## src/rtl/cfres_pkg.sv

```systemverilog
`timescale 1ns/1ps
package cfres_pkg;
   localparam int OP_W = 3;
   localparam int CC_W = 3;

   localparam logic [OP_W-1:0] OP_NOP   = 3'd0;
   localparam logic [OP_W-1:0] OP_BCOND = 3'd1;
   localparam logic [OP_W-1:0] OP_BR    = 3'd2;
   localparam logic [OP_W-1:0] OP_BSR   = 3'd3;
   localparam logic [OP_W-1:0] OP_JUMP  = 3'd4;
   localparam logic [OP_W-1:0] OP_CMOV  = 3'd5;

   localparam logic [CC_W-1:0] CC_ZERO = 3'd0;
   localparam logic [CC_W-1:0] CC_NZ   = 3'd1;
   localparam logic [CC_W-1:0] CC_NEG  = 3'd2;
   localparam logic [CC_W-1:0] CC_NPOS = 3'd3;
   localparam logic [CC_W-1:0] CC_POS  = 3'd4;
   localparam logic [CC_W-1:0] CC_NNEG = 3'd5;
endpackage

```

## src/rtl/cfres_cond_eval.sv

```systemverilog
`timescale 1ns/1ps
module cfres_cond_eval
   import cfres_pkg::*;
#(
   parameter int XLEN = 64
) (
   input  logic [XLEN-1:0] value,
   input  logic [CC_W-1:0] cc,
   output logic            hit
);
   logic is_zero;
   logic is_neg;

   assign is_zero = (value == '0);
   assign is_neg  = value[XLEN-1];

   always_comb begin
      unique case (cc)
         CC_ZERO: hit = is_zero;
         CC_NZ:   hit = !is_zero;
         CC_NEG:  hit = is_neg;
         CC_NPOS: hit = is_neg || is_zero;
         CC_POS:  hit = !is_neg && !is_zero;
         CC_NNEG: hit = !is_neg;
         default: hit = 1'b0;
      endcase
   end
endmodule

```

## src/rtl/cfres_target.sv

```systemverilog
`timescale 1ns/1ps
module cfres_target #(
   parameter int XLEN       = 64,
   parameter int DISP_W     = 21,
   parameter int INSN_BYTES = 4
) (
   input  logic [XLEN-1:0]   pc,
   input  logic [DISP_W-1:0] disp,
   input  logic [XLEN-1:0]   rb,
   output logic [XLEN-1:0]   seq_pc,
   output logic [XLEN-1:0]   rel_tgt,
   output logic [XLEN-1:0]   reg_tgt
);
   localparam int ALIGN_BITS = $clog2(INSN_BYTES);
   localparam int EXT_W      = XLEN - DISP_W;

   logic [XLEN-1:0] disp_ext;

   assign seq_pc   = pc + XLEN'(INSN_BYTES);
   assign disp_ext = {{EXT_W{disp[DISP_W-1]}}, disp};
   assign rel_tgt  = seq_pc + (disp_ext << ALIGN_BITS);

   generate
      if (ALIGN_BITS == 0) begin : g_no_align
         assign reg_tgt = rb;
      end else begin : g_align
         logic unused_rb_low;
         assign unused_rb_low = ^rb[ALIGN_BITS-1:0];
         assign reg_tgt = {rb[XLEN-1:ALIGN_BITS], {ALIGN_BITS{1'b0}}};
      end
   endgenerate
endmodule

```

## src/rtl/cfres_link_ctl.sv

```systemverilog
`timescale 1ns/1ps
module cfres_link_ctl
   import cfres_pkg::*;
#(
   parameter int IDX_W       = 5,
   parameter int DISCARD_IDX = 31
) (
   input  logic [OP_W-1:0]  op,
   input  logic [IDX_W-1:0] link_idx,
   output logic             link_req
);
   logic writes_link;
   logic discarded;

   assign writes_link = (op == OP_BSR) || (op == OP_JUMP);
   assign discarded   = (link_idx == IDX_W'(DISCARD_IDX));
   assign link_req    = writes_link && !discarded;
endmodule

```

## src/rtl/cfres_resolver.sv

```systemverilog
`timescale 1ns/1ps
module cfres_resolver
   import cfres_pkg::*;
#(
   parameter int XLEN        = 64,
   parameter int DISP_W      = 21,
   parameter int HINT_W      = 16,
   parameter int IDX_W       = 5,
   parameter int DISCARD_IDX = 31,
   parameter int INSN_BYTES  = 4,
   parameter bit REGISTERED  = 1'b1
) (
   input  logic              clk,
   input  logic              rst_n,
   input  logic [OP_W-1:0]   op,
   input  logic [CC_W-1:0]   cc,
   input  logic [IDX_W-1:0]  link_idx,
   input  logic [XLEN-1:0]   pc,
   input  logic [XLEN-1:0]   ra_val,
   input  logic [XLEN-1:0]   rb_val,
   input  logic [DISP_W-1:0] disp,
   input  logic [HINT_W-1:0] hint,
   output logic              taken,
   output logic [XLEN-1:0]   next_pc,
   output logic [XLEN-1:0]   link_val,
   output logic              link_we,
   output logic              cmov_we
);
   localparam int ALIGN_BITS = $clog2(INSN_BYTES);

   generate
      if ((1 << ALIGN_BITS) != INSN_BYTES) begin : g_bad_insn
         $error("INSN_BYTES must be a power of two");
      end
      if (XLEN < DISP_W + ALIGN_BITS + 1) begin : g_bad_xlen
         $error("XLEN too narrow for the scaled displacement");
      end
      if (DISCARD_IDX < 0 || DISCARD_IDX >= (1 << IDX_W)) begin : g_bad_idx
         $error("DISCARD_IDX outside the index range");
      end
   endgenerate

   logic unused_hint;
   assign unused_hint = ^hint;

   logic            cond_hit;
   logic            link_req;
   logic [XLEN-1:0] seq_pc;
   logic [XLEN-1:0] rel_tgt;
   logic [XLEN-1:0] reg_tgt;

   cfres_cond_eval #(.XLEN(XLEN)) u_cond (
      .value (ra_val),
      .cc    (cc),
      .hit   (cond_hit)
   );

   cfres_target #(
      .XLEN       (XLEN),
      .DISP_W     (DISP_W),
      .INSN_BYTES (INSN_BYTES)
   ) u_target (
      .pc      (pc),
      .disp    (disp),
      .rb      (rb_val),
      .seq_pc  (seq_pc),
      .rel_tgt (rel_tgt),
      .reg_tgt (reg_tgt)
   );

   cfres_link_ctl #(
      .IDX_W       (IDX_W),
      .DISCARD_IDX (DISCARD_IDX)
   ) u_link (
      .op       (op),
      .link_idx (link_idx),
      .link_req (link_req)
   );

   logic            d_taken;
   logic [XLEN-1:0] d_next;
   logic            d_cmov;

   always_comb begin
      d_taken = 1'b0;
      d_next  = seq_pc;
      d_cmov  = 1'b0;
      unique case (op)
         OP_BCOND: begin
            d_taken = cond_hit;
            if (cond_hit) d_next = rel_tgt;
         end
         OP_BR, OP_BSR: begin
            d_taken = 1'b1;
            d_next  = rel_tgt;
         end
         OP_JUMP: begin
            d_taken = 1'b1;
            d_next  = reg_tgt;
         end
         OP_CMOV: d_cmov = cond_hit;
         default: ;
      endcase
   end

   generate
      if (REGISTERED) begin : g_reg
         always_ff @(posedge clk) begin
            if (!rst_n) begin
               taken    <= 1'b0;
               next_pc  <= '0;
               link_val <= '0;
               link_we  <= 1'b0;
               cmov_we  <= 1'b0;
            end else begin
               taken    <= d_taken;
               next_pc  <= d_next;
               link_val <= seq_pc;
               link_we  <= link_req;
               cmov_we  <= d_cmov;
            end
         end
      end else begin : g_comb
         logic unused_clk;
         assign unused_clk = clk ^ rst_n;
         assign taken    = d_taken;
         assign next_pc  = d_next;
         assign link_val = seq_pc;
         assign link_we  = link_req;
         assign cmov_we  = d_cmov;
      end
   endgenerate
endmodule

```

## config.mk

```make
export PLATFORM = sky130hd
export DESIGN_NAME = cfres_resolver
export DESIGN_NICKNAME = d
export VERILOG_FILES = /design/src/rtl/cfres_pkg.sv /design/src/rtl/cfres_cond_eval.sv /design/src/rtl/cfres_target.sv /design/src/rtl/cfres_link_ctl.sv /design/src/rtl/cfres_resolver.sv
export SDC_FILE = /design/constraint.sdc
export NUM_CORES = 1
export LEC_CHECK = 0
export BUFFER_PORTS_ARGS = -buffer_cell sky130_fd_sc_hd__buf_2
export CAP_MARGIN = 20
export CORE_AREA = 3 3 143 145
export CTS_BUF_LIST = sky130_fd_sc_hd__clkbuf_4
export DETAILED_ROUTE_END_ITERATION = 8
export DIE_AREA = 0 0 146 148
export MAX_ROUTING_LAYER = met4
export PLACE_DENSITY_LB_ADDON = 0.25
export REMOVE_ABC_BUFFERS = 1
export SYNTH_ARGS = -nofsm -noshare
export SYNTH_HDL_FRONTEND = slang
export SYNTH_SLANG_ARGS = --single-unit
```

## constraint.sdc

```tcl
create_clock -name clk -period 13.8 [get_ports clk]
set_input_delay 2.07 -clock clk [delete_from_list [all_inputs] [get_ports clk]]
set_output_delay 2.07 -clock clk [all_outputs]
set_load 0.01 [all_outputs]
```

==> results of run 1 <==
[flip-flops by register name, indices dropped and copies added, names as in the netlist]
| signal | cells |
|---|---|
| link_val | 64 |
| next_pc | 64 |
| cmov_we | 1 |
| link_we | 1 |
| taken | 1 |
[kinds of logic after synthesis]
| group | count (synthesis) | share of synthesized area |
|---|---|---|
| xor+xnor | 118 | 0.110 |
| mux | 1 | 0.00107 |
| fa+ha+maj | 77 | 0.104 |
| flops | 131 | 0.280 |
| buf+inv | 140 | 0.0573 |
| compound gates | 328 | 0.241 |
| simple gates | 375 | 0.207 |
[area by class of cell]
class                           instances  area, µm²
Tap cell                              265        332
Sequential cell                       131       2620
Fill cell                            1862       7690
Clock buffer                           18        135
Inverter                               88        330
Timing Repair Buffer                  364       1850
Multi-Input combinational cell        899       6220
Antenna cell                            8       20.0
Clock inverter                         14        140
[metal layers]
| metal | wire, µm | vias up | GRT usage |
|---|---|---|---|
| met5 | 0 | - | - |
| met3 | 1990 | 56 | 0.0518 |
| li1 | - | 4844 | - |
| met1 | 13700 | 4607 | 0.353 |
| met2 | 16600 | 401 | 0.529 |
| met4 | 848 | 0 | 0.100 |
[metrics by stage]
stage,total power [mW],cells,util,area [µm²]
5_1_grt,1.10,1787,0.602,11600
3_5_place_dp,0.779,1747,0.587,11400
2_1_floorplan,0.645,1118,-,9160
6_report,1.04,1787,0.602,11600
4_1_cts,1.05,1779,0.601,11600
3_3_place_gp,0.776,1747,0.587,11400
[Yosys cell counts, types with 7 or more instances]
master	instances	area [µm²]
o221ai_1	15	131
nand2_1	98	368
dfxtp_1	131	2620
buf_2	8	40.0
xnor2_1	47	412
and3_1	17	106
o21ai_0	57	285
a221o_1	7	70.1
o21a_1	7	52.6
xor2_1	71	622
and2_1	24	150
nand3_1	41	205
clkbuf_1	42	158
nand4_1	25	156
o22ai_1	20	125
a22oi_1	34	255
a31oi_1	12	75.1
nor2_1	57	214
ha_1	76	951
or3_1	7	43.8
nor4_1	20	125
o21bai_1	12	90.1
a21oi_1	76	380
a21o_1	28	210
inv_1	88	330
nor2b_1	63	394
[worst min path at each step]
stage	to	slack, ns
after CTS	next_pc[24]	1.65
after floorplan	link_val[2]	2.14
after detailed placement	link_we	2.26
after global placement	link_we	2.26
final	next_pc[24]	1.70
after global routing	link_we	1.66
[cell usage in the layout, fill, tap and decap left out, types with 10 or more instances in the layout]
| master | count |
|---|---|
| a21oi_1 | 76 |
| o22ai_1 | 20 |
| buf_2 | 354 |
| nand4_1 | 25 |
| o21ai_0 | 57 |
| a31oi_1 | 12 |
| nor2_1 | 56 |
| inv_1 | 88 |
| nor4_1 | 20 |
| a22oi_1 | 34 |
| xnor2_1 | 47 |
| dfxtp_1 | 131 |
| ha_1 | 76 |
| o21bai_1 | 12 |
| a21o_1 | 28 |
| and3_1 | 17 |
| buf_4 | 10 |
| nand2_1 | 98 |
| and2_1 | 24 |
| o221ai_1 | 15 |
| nand3_1 | 41 |
| clkbuf_4 | 18 |
| nor2b_1 | 63 |
| xor2_1 | 71 |
[critical path, delay by kind of cell]
family | cells | cell delay [ns]
xor gates and xnor gates | 1 | 0.19
AOI/OAI and AO/OA | 2 | 0.54
adders and majority gates | 1 | 0.37
and+or+nand+nor | 13 | 3.20
buffers and inverters | 3 | 0.42
[power breakdown]
group / switching (mW) / internal (mW) / total, mW
logic: 0.212 / 0.150 / 0.361
registers: 0.00723 / 0.408 / 0.415
clock network: 0.156 / 0.108 / 0.264
total: 0.375 / 0.665 / 1.04
==> results.md, run 1 <==
* Slowest CP cell: and2_1
* Max-cap violations at 0
* DRT iter0 DRCs at 607
* Vias in the first global route at 9634
* Synth Flop Type: dfxtp_1
* CP Cell Sequence: buf_2 -> and4_1 -> and3_1 -> nand3_1 -> nor4_2 -> buf_4 -> and2_1 -> nand3_1 -> xor2_1 -> inv_1 -> ha_1 -> nand2_1 -> nor2_1 -> nand3_1 -> nor3_1 -> a41oi_4 -> o211a_4 -> or3_1 -> and4_4 -> or3_1
* Cts repair resizes at 0
* Final Hold Viols at 0
* Fraction of registers with async set/reset at 0
* Final ANT Viol Nets at 0
* Critical Path Sink: next_pc[59]
* Initial antenna violation count at 8
* Num rows at 51
* CP Launch Point: pc[12]
* Gr ovfl total at 0
* Clock sink count at 131
* Synth Register Bits at 131
* Synth warn at 0
* Hold_sp: rb_val[24]
* Post-synthesis sequential area ratio at 0.280
* Max-slew headroom at 0.426
* Static leakage at 5.58 nW
* Die width at 146 µm
* Hold buffers post-CTS at 0
* Core Area at 19300 µm²
* DP Worst Slack at 6.89 ns
* CP dominant cell by count: nand3_1
* Slowest Stage Delay on Critical Path at 0.49 ns
* Nets at 1820
* Clock transition at path regs at 0.14 ns
* Post-synth EDFFs at 0
* Drc violations at 0
* Root Buffer: clkbuf_4
* GRT Total Usage at 0.302
* Status: completed
* Setup crit end kind: register
* Hold depth at 3
* Final slew viol count at 0
* Worst slew pin tran at 0.858 ns
* DR WL/cell at 18.5 µm
* IO Port Bufs at 354
* Final setup violation count at 0
* Unrepaired setup endpoints after global routing: no
* WL final at 33.1 mm
* PD cells at 89.3 nW/µm²
* HPWL after DPL at 25.9 mm
* Num CTS Buffers at 17
* Syn Std Cell Area at 9370 µm²
* Clock tree buffer depth at 2
* Average cell area after synthesis at 8.01 µm²
* Post-route minimum period at 6.37 ns
* Routability cong. at 0.944
* VDD IR max at 0.0000426 V
* Post-route worst setup slack at 7.43 ns
* Hold Path Class: primary input to register
* Sum Neg Setup Slack at 0 ns
* CP arrival at 6.82 ns
* Worst Path Required at 14.25 ns
* P&R area growth vs syn at 24.3%
* H-tree depth at 4
* # Post-CTS Setup Buffers at 0
* Via Count at 9908
* DR vias/cell at 5.54
* Kind of critical path: primary input to register
* Final Cycle Share at 0.462
* DR pass1 iterations at 7
* Worst Path Max Fanout at 10
* Hold_ws at 1.70 ns
* Startpoint types: primary input
* Largest net degree at the start of global routing at 64
* Ports at 373
* Max Freq at 157 MHz
* CTS tree: done
* Layout cells sized above 1 at 0.279
* Area of the die at 21600 µm²
* Cells after Synth at 1170
* First-pass GRT wire length at 50.8 mm
* Chip height at 148 µm
* Netlist cell types at 66
* Initial Utilization at 0.485
No activity file was read; power rests on OpenSTA's default activity.
==> run 2, diff against run 1 <==
--- a/config.mk
+++ b/config.mk
@@ -7,10 +7,10 @@
 export LEC_CHECK = 0
 export BUFFER_PORTS_ARGS = -buffer_cell sky130_fd_sc_hd__buf_2
 export CAP_MARGIN = 20
-export CORE_AREA = 3 3 143 145
+export CORE_AREA = 3 3 144 146
 export CTS_BUF_LIST = sky130_fd_sc_hd__clkbuf_4
 export DETAILED_ROUTE_END_ITERATION = 8
-export DIE_AREA = 0 0 146 148
+export DIE_AREA = 0 0 147 149
 export MAX_ROUTING_LAYER = met4
 export PLACE_DENSITY_LB_ADDON = 0.25
 export REMOVE_ABC_BUFFERS = 1
==> constraint.sdc (replaced) <==
create_clock -name clk -period 6 [get_ports clk]
set_input_delay 0.9 -clock clk [delete_from_list [all_inputs] [get_ports clk]]
set_output_delay 0.9 -clock clk [all_outputs]
set_load 0.01 [all_outputs]
==> run 2 against run 1 <==
Non-clock buffer count rose by 10. First-iteration DRC count fell by 17%. Wire length fell by 2.4%. Count of clock-buffer cells in the layout did not move. Utilization barely moved. Sequential power rose by 130%. Setup slack got worse by 6.5 ns. Flip-flop and latch count did not move. Critical endpoint is now next_pc[49]. Largest cell class unchanged.
==> results.md, run 2 (synthesized netlist as in run 1, its figures left out) <==
* Status: completed
* Via Count at 9811
* Biggest regs: link_val x64, next_pc x64
* WL final at 32.3 mm
* Dpl cells at 1757
* Drc violations at 0
* PD cells at 207 nW/µm²
* Chip height at 149 µm
* VDD IR max at 0.000123 V
* Unrepaired setup endpoints after global routing: no
* DR vias/cell at 5.47
* Commonest non-fill, non-tap cell in the layout: buf_2
* Kind of critical path: primary input to register
* Routability cong. at 0.945
* Sum Neg Setup Slack at 0 ns
* DR WL/cell at 18.0 µm
* Hold depth at 2
* Final Cycle Share at 0.848
* Static leakage at 5.65 nW
* Core Util, Final at 0.602
* P&R area growth vs syn at 25.6%
* Die width at 147 µm
* Vias in the first global route at 9542
* DR pass1 iterations at 5
* Nets at 1830
* Max-cap violations at 0
* CTS tree: done
* Final setup violation count at 0
* Worst Path Max Fanout at 7
* Layout cells sized above 1 at 0.285
* Clock sink count at 131
* Initial antenna violation count at 4
* Hold_ws at 0.508 ns
* Max-slew headroom at 0.315
* Worst Path Required at 6.42 ns
* Max Freq at 197 MHz
* CP arrival at 5.51 ns
* H-tree depth at 4
* Final Instance Count excl. Fillers at 1793
* Final slew viol count at 0
* Final Hold Viols at 0
* Hold buffers post-CTS at 0
* Finished Cell Area at 11800 µm²
* IO Port Bufs at 354
* Worst Path Buf+Inv at 2
* Slowest Stage Delay on Critical Path at 0.42 ns
* Ports at 373
* First-pass GRT wire length at 49.7 mm
* Initial Utilization at 0.480
* Worst slew pin tran at 1.03 ns
* HPWL after DPL at 25.6 mm
* Area of the die at 21900 µm²
* # Post-CTS Setup Buffers at 0
* Number of fill cells in the layout at 1858
* Core Area at 19500 µm²
* CP Cell Sequence: buf_2 -> ha_1 -> nand4_1 -> nor2_1 -> nand3_1 -> xor2_1 -> inv_1 -> ha_1 -> a21oi_1 -> o21ai_0 -> a31oi_1 -> o21ai_0 -> a31o_2 -> a41oi_2 -> o221ai_1 -> a31o_2 -> a21boi_0 -> xor2_1 -> o221ai_1
* Clock tree buffer depth at 2
* Hold Path Sink: link_we
* Num CTS Buffers at 17
* Hold Path Class: primary input to register
* Clock transition at path regs at 0.12 ns
* DRT iter0 DRCs at 506
* Most frequent cells in the layout: buf_2, dfxtp_1, nand2_1
* Final ANT Viol Nets at 0
* Startpoint types: primary input
* Slowest CP cell: nor2_1
* Cts repair resizes at 0
* Gr ovfl total at 0
* Setup crit end kind: register
* Num rows at 51
* Post-route minimum period at 5.09 ns
* Hold_sp: link_idx[3]
* Root Buffer: clkbuf_4
* Largest net degree at the start of global routing at 48
* Placed Area at 11500 µm²
* CP delay by family, top: compound AO/OA/AOI/OAI gates
* GRT Total Usage at 0.293
[run 2: power breakdown]
part / internal (mW) / leakage [nW] / switching [mW] / total (mW)
clock: 0.290 / 0.158 / 0.356 / 0.647
sequential: 0.937 / 1.09 / 0.0178 / 0.955
combinational: 0.350 / 4.40 / 0.486 / 0.836
total: 1.58 / 5.65 / 0.860 / 2.44
[run 2: routing by layer]
layer,vias up,routed length (µm),share of wire,track usage
met5,-,0,0,-
met4,0,807,0.025,0.103
met3,53,2220,0.069,0.0565
met2,372,15500,0.48,0.487
met1,4532,13800,0.43,0.358
li1,4854,-,-,-
[run 2: worst max-delay path by stage]
| stage | startpoint | slack (ns) | cells after the start | to |
|---|---|---|---|---|
| floorplan | pc[12] | 1.03 | 19 | next_pc[59] |
| global placement | pc[12] | 0.43 | 19 | next_pc[59] |
| detailed placement | pc[2] | 0.33 | 19 | next_pc[59] |
| CTS | pc[2] | 0.97 | 19 | next_pc[59] |
| global route | pc[12] | 0.59 | 20 | next_pc[59] |
| finish | pc[2] | 0.91 | 19 | next_pc[49] |
[run 2: per-stage QoR]
step | power [mW] | setup slack (ns)
finish | 2.44 | 0.913
global route | 2.58 | 0.587
floorplan | 1.48 | 1.03
global placement | 1.79 | 0.434
CTS | 2.45 | 0.967
detailed placement | 1.80 | 0.331
[run 2: final cells by class]
cell class	count	area, µm²	share of cell area
antenna	4	10.0	0.000851
clock buffer	18	135	0.0115
clock inverter	14	164	0.0139
inverter	88	330	0.0281
multi-input combinational	899	6230	0.529
sequential	131	2620	0.223
tap	265	332	0.0282
timing repair buffer	374	1940	0.165
==> run 3, diff against run 2 <==
==> constraint.sdc (replaced) <==
create_clock -name clk -period 4.8 [get_ports clk]
set_input_delay 0.72 -clock clk [delete_from_list [all_inputs] [get_ports clk]]
set_output_delay 0.72 -clock clk [all_outputs]
set_load 0.01 [all_outputs]
==> run 3 against run 2 <==
Hold slack got worse by 0.17 ns. Critical path depth rose by 2. Non-clock buffer count rose by 226. Via count rose by 11%. Combinational power rose by 51%. First-iteration DRC count rose by 42%. Total power rose by 34%. Utilization rose by 8.7 points. Critical endpoint is now next_pc[59]. Largest power group is now combinational cells. Highest routed layer unchanged.
==> results.md, run 3 (synthesized netlist as in run 1, its figures left out) <==
* Post-route minimum period at 4.53 ns
* Clock network power share at 0.249
* DR vias/cell at 5.39
* GRT Total Usage at 0.313
* Unrepaired setup endpoints after global routing: no
* Most frequent cells in the layout: buf_2, buf_4, dfxtp_1
* Slowest Stage Delay on Critical Path at 0.45 ns
* Core Area at 19500 µm²
* Area of the die at 21900 µm²
* Met2 usage in global routing at 0.537
* Initial Utilization at 0.480
* Routability cong. at 0.969
* Final Hold Viols at 0
* Largest net degree at the start of global routing at 48
* P&R area growth vs syn at 43.6%
* Slowest CP cell: or3_1
* Kind of critical path: primary input to register
* Commonest non-fill, non-tap cell in the layout: buf_2
* Worst Path Required at 5.28 ns
* CP Cell Sequence: buf_2 -> nand3_1 -> or3_1 -> nor4_4 -> buf_4 -> and3_1 -> buf_4 -> nand3_1 -> xor2_1 -> inv_1 -> ha_1 -> nand2_1 -> nor2_1 -> nand3_1 -> nor3_1 -> buf_4 -> a41oi_4 -> o211a_4 -> or3_1 -> and4_4 -> or3_1
* Drc violations at 0
* Post-route worst setup slack at 0.267 ns
* Final setup violation count at 0
* Worst slew pin tran at 0.822 ns
* Hold_ws at 0.336 ns
* Internal power at 2.13 mW
* Met1 Track Usage GR at 0.377
* Final slew viol count at 0
* Clock sink count at 131
* Grt peak-use layer: met2
* Worst Path Buf+Inv at 5
* Setup crit end kind: register
* DR pass1 iterations at 6
* Status: completed
* Clock transition at path regs at 0.13 ns
* Hold buffers post-CTS at 0
* Hold_sp: link_idx[3]
* Gr ovfl total at 0
* Max Freq at 221 MHz
* Max-cap violations at 0
* Hold Path Class: primary input to register
* CP arrival at 5.01 ns
* Vias in the first global route at 10500
* H-tree depth at 4
* Final Cycle Share at 0.944
* Logic pwr share at 0.385
* HPWL after DPL at 27.6 mm
* DR WL/cell at 17.2 µm
* Nets at 2056
* Via Count at 10900
* Final ANT Viol Nets at 0
* IO Port Bufs at 354
* CP delay by family, top: simple AND/OR/NAND/NOR gates
* VDD IR max at 0.000139 V
* DP Worst Slack at -0.381 ns
* Num CTS Buffers at 17
* Biggest regs: link_val x64, next_pc x64
* Layout cells sized above 1 at 0.377
* Initial antenna violation count at 2
* DRT iter0 DRCs at 721
* Flop pwr share at 0.366
* Hold depth at 2
* Die width at 147 µm
* Static leakage at 6.73 nW
* Hold Path Sink: link_we
* Startpoint types: primary input
* Clock tree buffer depth at 2
* WL final at 34.6 mm
* Dpl cells at 1983
* Core Util, Final at 0.689
* P_sw at 1.14 mW
* Ports at 373
* Chip height at 149 µm
* Final Instance Count excl. Fillers at 2017
* CTS tree: done
* Root Buffer: clkbuf_4
* Num rows at 51
* Worst Path Max Fanout at 5
* Switching portion of total power at 0.349
* Max-slew headroom at 0.452
* Sum Neg Setup Slack at 0 ns
* PD cells at 243 nW/µm²
* Met3 Track Usage GR at 0.0523
* First-pass GRT wire length at 53.2 mm
==> run 3: changes by cell type in the layout (fill, tap and decap cells not counted), sizes merged <==
cell	previous run	this run
buf	374	600
clkinv	8	6
clkbuf	18	17
clkinvlp	3	4
diode	4	3
inv	88	89
==> run 3: through the flow <==
stage          total power [mW]  cell area (µm²)
2_1_floorplan              1.85             9160
3_3_place_gp               2.44            13100
3_5_place_dp               2.46            13100
4_1_cts                    3.27            13400
5_1_grt                    3.45            13500
6_report                   3.26            13500
==> run 3: final cells by class <==
| cell class | count | area (µm²) |
|---|---|---|
| diodes | 3 | 7.51 |
| clock buffers | 17 | 128 |
| clock inverters | 14 | 164 |
| fillers | 1684 | 6070 |
| inverters | 88 | 330 |
| multi-input cells | 899 | 6240 |
| flip-flops and latches | 131 | 2620 |
| well taps | 265 | 332 |
| repair buffers | 600 | 3630 |
==> run 3: metal layers <==
| layer | routed length (µm) | part of all wire |
|---|---|---|
| met5 | 0 | 0 |
| met1 | 14400 | 0.42 |
| met2 | 16800 | 0.49 |
| met4 | 855 | 0.025 |
| met3 | 2470 | 0.072 |
==> run 3: worst max path at each step <==
stage | from | endpoint | cells past startpoint
after detailed placement | pc[12] | next_pc[62] | 23
after global placement | pc[12] | next_pc[59] | 22
after floorplan | pc[12] | next_pc[59] | 19
after CTS | pc[12] | next_pc[62] | 23
after global routing | pc[9] | next_pc[62] | 24
final | pc[7] | next_pc[59] | 21
==> run 3: power groups by stage <==
| stage | Clock, mW | Sequential, mW | Combinational (mW) |
|---|---|---|---|
| after detailed placement | 0 | 1.22 | 1.24 |
| after floorplan | 0 | 1.26 | 0.589 |
| final | 0.812 | 1.19 | 1.26 |
| after global placement | 0 | 1.22 | 1.22 |
| after global routing | 0.873 | 1.20 | 1.37 |
| after CTS | 0.833 | 1.19 | 1.24 |
==> run 3: timing repair <==
item	in CTS	in global routing
gates resized for setup	0	3
buffers inserted	0	0
endpoints found under the setup margin	0	6
